### src/rtl/spi_clk_div_pkg.sv
package spi_clk_div_pkg;
  localparam int unsigned LIN_W   = 8;
  localparam int unsigned EXP_W   = 4;
  localparam int unsigned SEL_POS = LIN_W + EXP_W;
  // terminal count is N (linear) or 2^M-1 (exponential)
  localparam int unsigned EXP_MAX = (2 ** EXP_W) - 1;
  localparam int unsigned CNT_W   = (EXP_MAX > LIN_W) ? EXP_MAX : LIN_W;

  typedef struct packed {
    logic             sel;
    logic [EXP_W-1:0] m;
    logic [LIN_W-1:0] n;
  } div_cfg_t;
endpackage

### src/rtl/spi_clk_div_cfg.sv
module spi_clk_div_cfg
  import spi_clk_div_pkg::*;
#(
  parameter int unsigned CFG_W = 32
) (
  input  logic             clk_i,
  input  logic             rst_ni,
  input  logic [CFG_W-1:0] cfg_i,
  input  logic             run_i,
  input  logic             bnd_i,
  output div_cfg_t         act_o,
  output logic [CNT_W-1:0] term_o
);
  div_cfg_t act_q;
  logic [CNT_W-1:0] exp_mask;
  logic cfg_unused_w;

  assign cfg_unused_w = ^cfg_i[CFG_W-1:SEL_POS+1];

  // load while idle, or at a half-period boundary
  always_ff @(posedge clk_i or negedge rst_ni) begin
    if (!rst_ni)               act_q <= '0;
    else if (!run_i || bnd_i)  act_q <= div_cfg_t'(cfg_i[SEL_POS:0]);
  end

  for (genvar i = 0; i < CNT_W; i++) begin : g_mask
    assign exp_mask[i] = (i < int'(act_q.m));
  end

  assign term_o = act_q.sel ? CNT_W'(act_q.n) : exp_mask;
  assign act_o  = act_q;
endmodule

### src/rtl/spi_clk_div_cnt.sv
module spi_clk_div_cnt
  import spi_clk_div_pkg::*;
(
  input  logic             clk_i,
  input  logic             rst_ni,
  input  logic             run_i,
  input  logic [CNT_W-1:0] term_i,
  output logic             bnd_o,
  output logic [CNT_W-1:0] cnt_o
);
  logic [CNT_W-1:0] cnt_q;

  assign bnd_o = run_i && (cnt_q == term_i);

  always_ff @(posedge clk_i or negedge rst_ni) begin
    if (!rst_ni)              cnt_q <= '0;
    else if (!run_i || bnd_o) cnt_q <= '0;
    else                      cnt_q <= cnt_q + 1'b1;
  end

  assign cnt_o = cnt_q;
endmodule

### src/rtl/spi_clk_div_edge.sv
module spi_clk_div_edge (
  input  logic clk_i,
  input  logic rst_ni,
  input  logic run_i,
  input  logic cpol_i,
  input  logic bnd_i,
  output logic sck_o,
  output logic lead_o,
  output logic trail_o
);
  logic sck_q, lead_q, trail_q;

  always_ff @(posedge clk_i or negedge rst_ni) begin
    if (!rst_ni) begin
      sck_q   <= 1'b0;
      lead_q  <= 1'b0;
      trail_q <= 1'b0;
    end else if (!run_i) begin
      sck_q   <= cpol_i;
      lead_q  <= 1'b0;
      trail_q <= 1'b0;
    end else if (bnd_i) begin
      sck_q   <= ~sck_q;
      lead_q  <= (sck_q == cpol_i);
      trail_q <= (sck_q != cpol_i);
    end else begin
      lead_q  <= 1'b0;
      trail_q <= 1'b0;
    end
  end

  assign sck_o   = sck_q;
  assign lead_o  = lead_q;
  assign trail_o = trail_q;
endmodule

### src/rtl/spi_clk_div.sv
module spi_clk_div
  import spi_clk_div_pkg::*;
#(
  parameter int unsigned CFG_W = 32
) (
  input  logic             clk_i,
  input  logic             rst_ni,
  input  logic [CFG_W-1:0] cfg_i,
  input  logic             run_i,
  input  logic             cpol_i,
  output logic             sck_o,
  output logic             lead_o,
  output logic             trail_o
);
  div_cfg_t         act_w;
  logic [CNT_W-1:0] term_w;
  logic [CNT_W-1:0] cnt_w;
  logic             bnd_w;

  spi_clk_div_cfg #(.CFG_W(CFG_W)) u_cfg (
    .clk_i  (clk_i),
    .rst_ni (rst_ni),
    .cfg_i  (cfg_i),
    .run_i  (run_i),
    .bnd_i  (bnd_w),
    .act_o  (act_w),
    .term_o (term_w)
  );

  spi_clk_div_cnt u_cnt (
    .clk_i  (clk_i),
    .rst_ni (rst_ni),
    .run_i  (run_i),
    .term_i (term_w),
    .bnd_o  (bnd_w),
    .cnt_o  (cnt_w)
  );

  spi_clk_div_edge u_edge (
    .clk_i   (clk_i),
    .rst_ni  (rst_ni),
    .run_i   (run_i),
    .cpol_i  (cpol_i),
    .bnd_i   (bnd_w),
    .sck_o   (sck_o),
    .lead_o  (lead_o),
    .trail_o (trail_o)
  );
endmodule

### config.mk
export PLATFORM = sky130hd
export DESIGN_NAME = spi_clk_div
export DESIGN_NICKNAME = d
export VERILOG_FILES = /design/src/rtl/spi_clk_div_pkg.sv /design/src/rtl/spi_clk_div_cfg.sv /design/src/rtl/spi_clk_div_cnt.sv /design/src/rtl/spi_clk_div_edge.sv /design/src/rtl/spi_clk_div.sv
export SDC_FILE = /design/constraint.sdc
export NUM_CORES = 1
export LEC_CHECK = 0
export ABC_CLOCK_PERIOD_IN_PS = 2600
export BUFFER_PORTS_ARGS = -buffer_cell sky130_fd_sc_hd__buf_2
export CORE_MARGIN = 4
export CORE_UTILIZATION = 48
export DETAILED_ROUTE_END_ITERATION = 6
export PLACE_DENSITY = 0.82
export SLEW_MARGIN = 5
export SYNTH_ARGS = -nofsm -noshare
export SYNTH_HDL_FRONTEND = slang
export SYNTH_SLANG_ARGS = --single-unit
### constraint.sdc
create_clock -name clk_i -period 2.6 [get_ports clk_i]
set_input_delay 0.26 -clock clk_i [delete_from_list [all_inputs] [get_ports clk_i]]
set_output_delay 0.26 -clock clk_i [all_outputs]
set_load 0.01 [all_outputs]
* Word-level counts from Yosys, hierarchy flattened
Cells that the tools add are included.
Storage, ports and cells: bits in latches 0, memories kept 0, ROM bits 0, logic and storage cells 39, RAM bits 0, input bits 36, register bits after elaboration 31, output and inout bits 3
Operators by class: multiply operators 0, $add $sub $neg 1, shift-type cells 0, mux-type cells 8, eq/ne operators 4, bitwise gates (word level) 1, reduce and logical (&&, ||, !) cells 3, order comparisons 15, div/mod/pow operators 0
Operator list (number):
- 15-bit two-way mux | 2
- 4-bit < comparator, first input constant | 7
- 3-bit by 4-bit < comparator with 1-bit output, first input constant | 4
- 15-bit by 1-bit adder with 15-bit output, second input constant | 1
- 15-bit == test | 1
- 1-bit by 4-bit < comparator with 1-bit output, first input constant | 2
- 2-bit by 4-bit < comparator with 1-bit output, first input constant | 2
- 1-bit two-way mux | 6
- 2-bit by 1-bit != test with 1-bit output, second input constant | 1
- 1-bit == test | 1
- 1-bit logical AND | 1
- 1-bit logical NOT | 1
- 1-bit logical OR | 1
- 1-bit != test | 1
- 1-bit NOT | 1

* Longest topological paths before layout
Gate-level depths: netlist (run 1).
depth after elaboration 6, mapped depth 10

* Hierarchy
From an unflattened synthesis (run 1), not the netlist that was laid out.
Second synthesis, totals: cell total of the unflattened synthesis 177, area, all modules 1883.1 sq um
By module, submodules not included:
- spi_clk_div_cnt | instances 1, area each 1069.8 sq um, cells an instance 96, seq. area each 375.4 sq um
- spi_clk_div_cfg | instances 1, area each 698.2 sq um, cells an instance 71, seq. area each 325.3 sq um
- spi_clk_div_edge | instances 1, area each 115.1 sq um, cells an instance 10, seq. area each 75.1 sq um

* Least setup slack after synthesis (run 1)
No wires, ideal clock.
path kind reg-to-reg, start point register u_cfg.act_q, in the netlist u_cfg.act_o[9], end point register u_cfg.act_q, in the netlist u_cfg.act_o[11], path buffers 2, setup slack -0.040 ns, arrival 2.513 ns, cell stages (with the launch flop) 9, library setup time 0.127 ns, cell sequence dfrtp_1 > buf_4 > nor3_1 > mux2i_1 > nand4_1 > or4_4 > o31ai_4 > buf_6 > mux2_1
On the way: cells in the longest elaborated chain, start to end 5, elaborated cells between the ends (all ways) 19, classes of those cells order compare: 15; eq/ne: 1; mux: 1; reduce/logical: 2
Ends and longest elaborated chain:
- from (decl) | RTL line spi_clk_div_cfg.sv:14 | div_cfg_t act_q;
- from (signal assigned) | RTL line spi_clk_div_cfg.sv:23 | else if (!run_i || bnd_i) act_q <= div_cfg_t'(cfg_i[SEL_POS:0]);
- 1-bit by 4-bit < comparator with 1-bit output, or another cell as far along | RTL line spi_clk_div_cfg.sv:27 | assign exp_mask[i] = (i < int'(act_q.m));
- 15-bit two-way mux (*) | RTL line spi_clk_div_cfg.sv:30 | assign term_o = act_q.sel ? CNT_W'(act_q.n) : exp_mask;
- 15-bit == test (*) | RTL line spi_clk_div_cnt.sv:13 | assign bnd_o = run_i && (cnt_q == term_i);
- 1-bit logical AND (*) | RTL line spi_clk_div_cnt.sv:13
- 1-bit logical OR (*) | RTL line spi_clk_div_cfg.sv:23
Every way passes the cells marked *; elsewhere a longest branch is shown, timed or not. A chain may end at the register's enable or synchronous reset.

* Worst setup path in the final report (run 1)
start point register u_cfg.act_q, in the netlist u_cfg.act_o[12], end point register u_cfg.act_q, in the netlist u_cfg.act_o[3]
On the way: cells in the longest elaborated chain, start to end 4
Ends and longest elaborated chain (RTL line):
- 15-bit two-way mux | spi_clk_div_cfg.sv:30
- 15-bit == test | spi_clk_div_cnt.sv:13
- 1-bit logical AND | spi_clk_div_cnt.sv:13
- 1-bit logical OR | spi_clk_div_cfg.sv:23
Every way passes these cells.

==> flow_summary.yaml, run 1 <==
setup_path:
  path_cells: "nand3b_1, o21ai_1, nand4_1, or4_4, o31ai_4, buf_4, mux2_2"
  slowest_stage: "or4_4"
  regToRegSetupSlack_ns: 0.03
  worstPathRequired_ns: 2.77
  max_stage_delay_ns: 0.60
  crit_type: "reg -> reg"
  cp.arrival_ns: 2.73
  worst_setup_path_start_kind: "flop"
  critical_path.max_fanout: 11
  critPathCaptureType: "flop"
power:
  p_int_w: 0.000789
  swShare_pct: 27.5
  p_total_w: 0.00109
  p_switching_w: 0.000300
  powerDensity_mw_per_mm2: 531
  power_leakage_nw: 0.877
  p_seq_share_pct: 50.6
  combPwrFrac_pct: 16.8
  irDropWorstVdd_v: 0.000375
  power_frac_clock_pct: 32.7
sta:
  final-setup-viol-count: 0
  setup_ws_ns: 0.0342
  period_share_pct: 98.7
  holdWs_ns: 0.0182
  drv_slew: 0
  min_period_ns: 2.57
  fmax_ghz: 0.390
  max_slew_margin_pct: 53.7
  hold_viol_final: 0
  rsz0062_at_grt: "yes"
  fin_skew_ns: 0.0118
  worst_pin_slew_ns: 0.694
final_layout:
  fin_nets: 247
  area_growth_pct: 15.6
  stdcell_area_mm2: 0.00205
  diodes: 0
  drive_above_1_share_pct: 26.5
  fillers: 293
synth:
  ys_seq_area_share_pct: 43.7
  yosysWarnings: 0
  avgSynthCellArea_um2: 9.80
  syn_nets: 218
  syn_area_mm2: 0.00177
  syn_inst: 181
  async_flop_share_pct: 100
  synth_seq_cells: 31
  synthFlopType: "dfrtp_1"
  yosysUniqueCellTypes: 45
  synth_edf_count: 0
floorplan:
  dieArea_mm2: 0.00473
  ios: 39
  std_cell_rows: 21
  core_mm2: 0.00344
  start_util_pct: 51.5
  die_w_um: 68.8
  die_y_um: 68.8
global_route:
  grt_use_total_pct: 18.0
  grt_pass1_wl_um: 6290
  grt_max_degree: 32
  grt_pass1_vias: 1349
  grt-ovfl-total: 0
  antenna_found_initial: 0
cts:
  clock_latency_ns: 0.28
  h-tree-depth: 2
  clkTransAtPathRegs_ns: 0.07
  cts.sinks: 31
  cts_inserted_buffers: 5
  cts_hold_buf: 0
  clockBufferDepth: 2
  cts_tree: "built"
  cts-root-buf: "clkbuf_8"
route:
  wl_per_cell_um: 15.3
  drc: 0
  antenna_left: 0
  drt_iter0_markers: 94
  vias_per_cell: 5.61
  drtPass1Iterations: 4
  vias: 1442
  routed_wl_um: 3940
status:
  status: "complete, no violations"
job:
  cap_violations: 0
placed_design:
  place_area_mm2: 0.00194
  portBuffers: 19
  dp_hpwl_um: 2880
  place_ws_ns: -0.00644
  globalplace.congestion: 0.890
min_path:
  hold_class: "in -> async"
-- per-layer routing --
layer,part of all wire (%),vias up,GRT usage [%]
li1,-,702,-
met1,45,694,23.4
met2,49,37,29.4
met3,4.4,9,4.38
met4,1.3,0,6.08
met5,0,-,0
-- final timing paths --
| path | startpoint | end | cells after the start |
|---|---|---|---|
| setup / recovery | u_cfg.act_o[12] | u_cfg.act_o[3] | 7 |
| hold / removal | rst_ni | u_cfg.act_o[11] | 1 |
| setup reg to reg | u_cfg.act_o[12] | u_cfg.act_o[3] | 7 |
| hold reg to reg | u_cfg.act_o[4] | u_cfg.act_o[4] | 1 |
| max in group asynchronous | rst_ni | u_cfg.act_o[12] | 1 |
| min in group clk_i | cfg_i[11] | u_cfg.act_o[11] | 2 |
-- Yosys cell counts (2+ instances only) --
cell type,number,area (um2)
dfrtp_1,31,776
nor2_1,25,93.8
nand2_1,12,45.0
xnor2_1,10,87.6
mux2_2,9,101
xor2_1,9,78.8
nand3_1,7,35.0
a21oi_1,5,25.0
inv_1,5,18.8
nand4_1,5,31.3
nor3_1,5,25.0
o21ai_0,5,25.0
or3_1,5,31.3
mux2_1,4,45.0
nor2b_1,4,25.0
and3_1,3,18.8
clkbuf_1,3,11.3
buf_2,2,10.0
buf_4,2,15.0
buf_6,2,22.5
nand3b_1,2,15.0
o211ai_1,2,15.0
o32ai_1,2,17.5
-- cell type report --
class	instances	area (um2)	share of cell area [%]
Tap cell	46	57.6	2.81
Timing Repair Buffer	31	189	9.21
Multi-Input combinational cell	136	923	45.0
Clock inverter	1	5.00	0.244
Sequential cell	31	781	38.1
Clock buffer	7	76.3	3.72
Inverter	5	18.8	0.915
-- worst max-delay path, delay by kind of cell (launching register included) --
kind	cells	cell delay, ns
AOI/OAI and AO/OA	2	0.44
buffers and inverters	1	0.21
DFF	1	0.48
muxes	1	0.33
and+or+nand+nor	3	0.99
-- power by group through the flow --
stage / Combinational, W / Clock [W] / Sequential (W)
2_1_floorplan: 0.000131 / 0 / 0.000537
3_3_place_gp: 0.000166 / 0 / 0.000556
3_5_place_dp: 0.000173 / 0 / 0.000558
4_1_cts: 0.000174 / 0.000363 / 0.000549
5_1_grt: 0.000200 / 0.000392 / 0.000555
6_report: 0.000183 / 0.000356 / 0.000551
-- per-stage QoR --
stage / instances / utilization, % / setup TNS [ns]
after global placement: 246 / 56.2 / 0
final: 257 / 59.6 / 0
after floorplan: 181 / - / 0
after CTS: 254 / 58.6 / 0
after detailed placement: 246 / 56.2 / -0.00771
after global routing: 257 / 59.6 / -1.74
-- registers in the layout (all words and copies together) (netlist names) --
signal          count
u_edge.lead_o       1
u_cfg.act_o        13
u_cnt.cnt_o        15
u_edge.sck_o        1
u_edge.trail_o      1
-- placed cells by master (no fill, tap or decap), types with 7 or more instances in the layout --
cell,synthesis,layout
buf_2,2,19
nor2_1,25,24
nand2_1,12,12
mux2_2,9,9
dfrtp_1,31,27
xor2_1,9,9
buf_4,2,11
xnor2_1,10,10
nand3_1,7,7
-- what timing repair did --
action,in CTS,in global routing
buffers inserted,0,3
resized for setup,1,7
setup endpoints to repair,8,29
-- kinds of logic after synthesis --
logic type	share of synthesized area (%)
and+or+nand+nor	22.1
DFF	43.7
AOI/OAI and AO/OA	10.9
xor gates and xnor gates	9.38
buffers and inverters	4.37
muxes	8.82
adders and majority gates	0.705
Note: power is estimated with default switching activity, not from simulation.
==> run 2, diff against run 1 <==
--- a/config.mk
+++ b/config.mk
@@ -5,10 +5,11 @@
 export SDC_FILE = /design/constraint.sdc
 export NUM_CORES = 1
 export LEC_CHECK = 0
+export ABC_AREA = 1
 export ABC_CLOCK_PERIOD_IN_PS = 2600
 export BUFFER_PORTS_ARGS = -buffer_cell sky130_fd_sc_hd__buf_2
 export CORE_MARGIN = 4
-export CORE_UTILIZATION = 48
+export CORE_UTILIZATION = 49
 export DETAILED_ROUTE_END_ITERATION = 6
 export PLACE_DENSITY = 0.82
 export SLEW_MARGIN = 5
==> run 2 against run 1 <==
Net effect:
- combinational power down 3%
- global-route usage up 0.35 points
- clock skew up 0.0015 ns
- critical path depth up 5
- design area up 3.5%
- routed wire length up 4.7%
- sequential cell count unchanged
- via count up 20%
- synthesized cell count up 48%
- sequential share of layout area down 1.5 points
- final cell count up 30%
- register-to-register slack better by 0.32 ns
==> flow_summary.yaml, run 2 <==
final_layout:
  area_growth_pct: 10.1
  fillers: 363
  diodes: 0
  multiInputGateArea_um2: 966
  post-route-util_pct: 56.7
  drive_above_1_share_pct: 12.6
  final_cell_mix: "nand2_1, nand3_1, nor2_1, dfrtp_1, inv_1"
  regArea_um2: 776
  largest_reg_flops: 15
  fin_nets: 321
  layout_commonest_cell: "nand2_1"
setup_path:
  path_buf_inv: 2
  slowest_stage: "dfrtp_1"
  crit_type: "reg -> reg"
  path_depth: 12
  critPathCaptureType: "flop"
  cp.arrival_ns: 2.47
  max_stage_delay_ns: 0.67
  worstPathRequired_ns: 2.83
  cp_common_cell: "nand2_1"
  reg2reg_depth: 12
  worst_setup_path_start_kind: "flop"
  path_cells: "inv_2, nand2_4, nand2_1, nand2_1, nand2_1, inv_1, nand3_1, nor2_1, nand3_4, nand2_8, nand2_1, nand2_1"
  critical_path.max_fanout: 28
  critPathTopFamily: "simple AND/OR/NAND/NOR gates"
sta:
  min_period_ns: 2.24
  final-setup-viol-count: 0
  rsz0062_at_grt: "no"
  worst_pin_slew_ns: 0.696
  fin_skew_ns: 0.0133
  fmax_ghz: 0.446
  period_share_pct: 86.3
  hold_viol_final: 0
  holdWs_ns: 0.00139
  fin_tns_setup_ns: 0
  drv_slew: 0
  max_slew_margin_pct: 53.6
synth:
  syn_inst: 268
  ys_top_cells_by_area: "dfrtp_1, nand2_1, nand3_1"
  synth_commonest_cells: "nand2_1, nand3_1, dfrtp_1, nor2_1, inv_1"
  synth_seq_cells: 31
  syn_nets: 305
  netlist.area_leader.share_pct: 40.2
  yosys.cell_count.top_type: "nand2_1"
  synthFlopType: "dfrtp_1"
  synth_largest_area_cell: "dfrtp_1"
  avgSynthCellArea_um2: 7.19
  syn_area_mm2: 0.00193
  async_flop_share_pct: 100
  ys_seq_area_share_pct: 40.2
  synth_edf_count: 0
  yosysUniqueCellTypes: 27
  yosysWarnings: 0
route:
  drt_iter0_markers: 112
  routed_wl_um: 4130
  vias: 1730
  wl_per_cell_um: 12.4
  antenna_left: 0
  vias_per_cell: 5.20
  drc: 0
  drtPass1Iterations: 4
global_route:
  grt_pass1_wl_um: 7370
  grt_pass1_vias: 1681
  grt_use_total_pct: 18.4
  grt-ovfl-total: 0
  grt_max_degree: 32
  antenna_found_initial: 0
min_path:
  hold_class: "in -> async"
status:
  status: "complete, no violations"
cts:
  cts_tree: "built"
  clockBufferDepth: 2
  cts-root-buf: "clkbuf_8"
  cts_hold_buf: 0
  cts_resized: 0
  clock_latency_ns: 0.30
  post_cts_buffers: 0
  cts_inserted_buffers: 5
  h-tree-depth: 2
  clkTransAtPathRegs_ns: 0.08
  cts.sinks: 31
power:
  irDropWorstVdd_v: 0.000516
  powerDensity_mw_per_mm2: 575
  power_leakage_nw: 1.07
  p_total_w: 0.00122
floorplan:
  std_cell_rows: 22
  die_y_um: 70.7
  dieArea_mm2: 0.00500
  core_mm2: 0.00374
  die_w_um: 70.7
  start_util_pct: 51.5
  ios: 39
job:
  cap_violations: 0
placed_design:
  dp_hpwl_um: 2860
  globalplace.congestion: 0.842
  portBuffers: 19
-- run 2: changes by cell type after synthesis, sizes merged, moves of 7 or more --
cell   previous run  this run
nand2            12        86
nand3             7        40
inv               5        29
mux2             13         0
nor2             25        35
xnor2            10         3
-- run 2: area by class of cell --
cell class | count | share of cell area (%)
Inverter | 29 | 5.13
Multi-Input combinational cell | 198 | 45.5
Timing Repair Buffer | 19 | 4.48
Clock inverter | 2 | 1.65
Tap cell | 48 | 2.83
Clock buffer | 6 | 3.89
Sequential cell | 31 | 36.5
-- run 2: power breakdown --
group          internal, W  leakage [nW]  switching (W)
Combinational    0.0000658         0.606       0.000111
Sequential        0.000506         0.405      0.0000342
Clock             0.000310        0.0612       0.000194
Total             0.000882          1.07       0.000339
-- run 2: per-layer routing --
layer / vias to the layer above / share of wire (%) / global-route usage, %
met4: 0 / 2.4 / 8.77
met1: 794 / 44 / 23.2
met2: 44 / 48 / 29.2
met5: - / 0 / 0
li1: 881 / - / -
met3: 11 / 5.4 / 4.97
-- run 2: cells by family (layout without fill, tap and decap cells) --
logic type | count (synthesis) | count (layout) | share of synthesized area [%]
XOR/XNOR | 11 | 11 | 5.00
flip-flops | 31 | 31 | 40.2
AO/OA/AOI/OAI | 6 | 6 | 1.56
buffers and inverters | 39 | 56 | 9.67
AND/OR/NAND/NOR | 180 | 180 | 42.9
adder cells (fa/ha/maj) | 1 | 1 | 0.649
-- run 2: worst paths after layout --
path                            startpoint              end  slack, ns
max in group asynchronous           rst_ni   u_cnt.cnt_o[4]       2.14
hold reg to reg             u_cfg.act_o[2]   u_cfg.act_o[2]       0.51
min in group clk_i               cfg_i[10]  u_cfg.act_o[10]       0.15
hold / removal                      rst_ni  u_cnt.cnt_o[14]      0.001
setup / recovery           u_cfg.act_o[12]  u_cfg.act_o[12]       0.36
setup reg to reg           u_cfg.act_o[12]  u_cfg.act_o[12]       0.36
-- run 2: metrics by stage --
stage | cells | setup slack [ns] | area [um2]
3_3_place_gp | 325 | 0.432 | 2010
3_5_place_dp | 325 | 0.387 | 2010
6_report | 333 | 0.357 | 2120
2_1_floorplan | 268 | 0.874 | 1930
4_1_cts | 333 | 0.342 | 2120
5_1_grt | 333 | 0.0786 | 2120
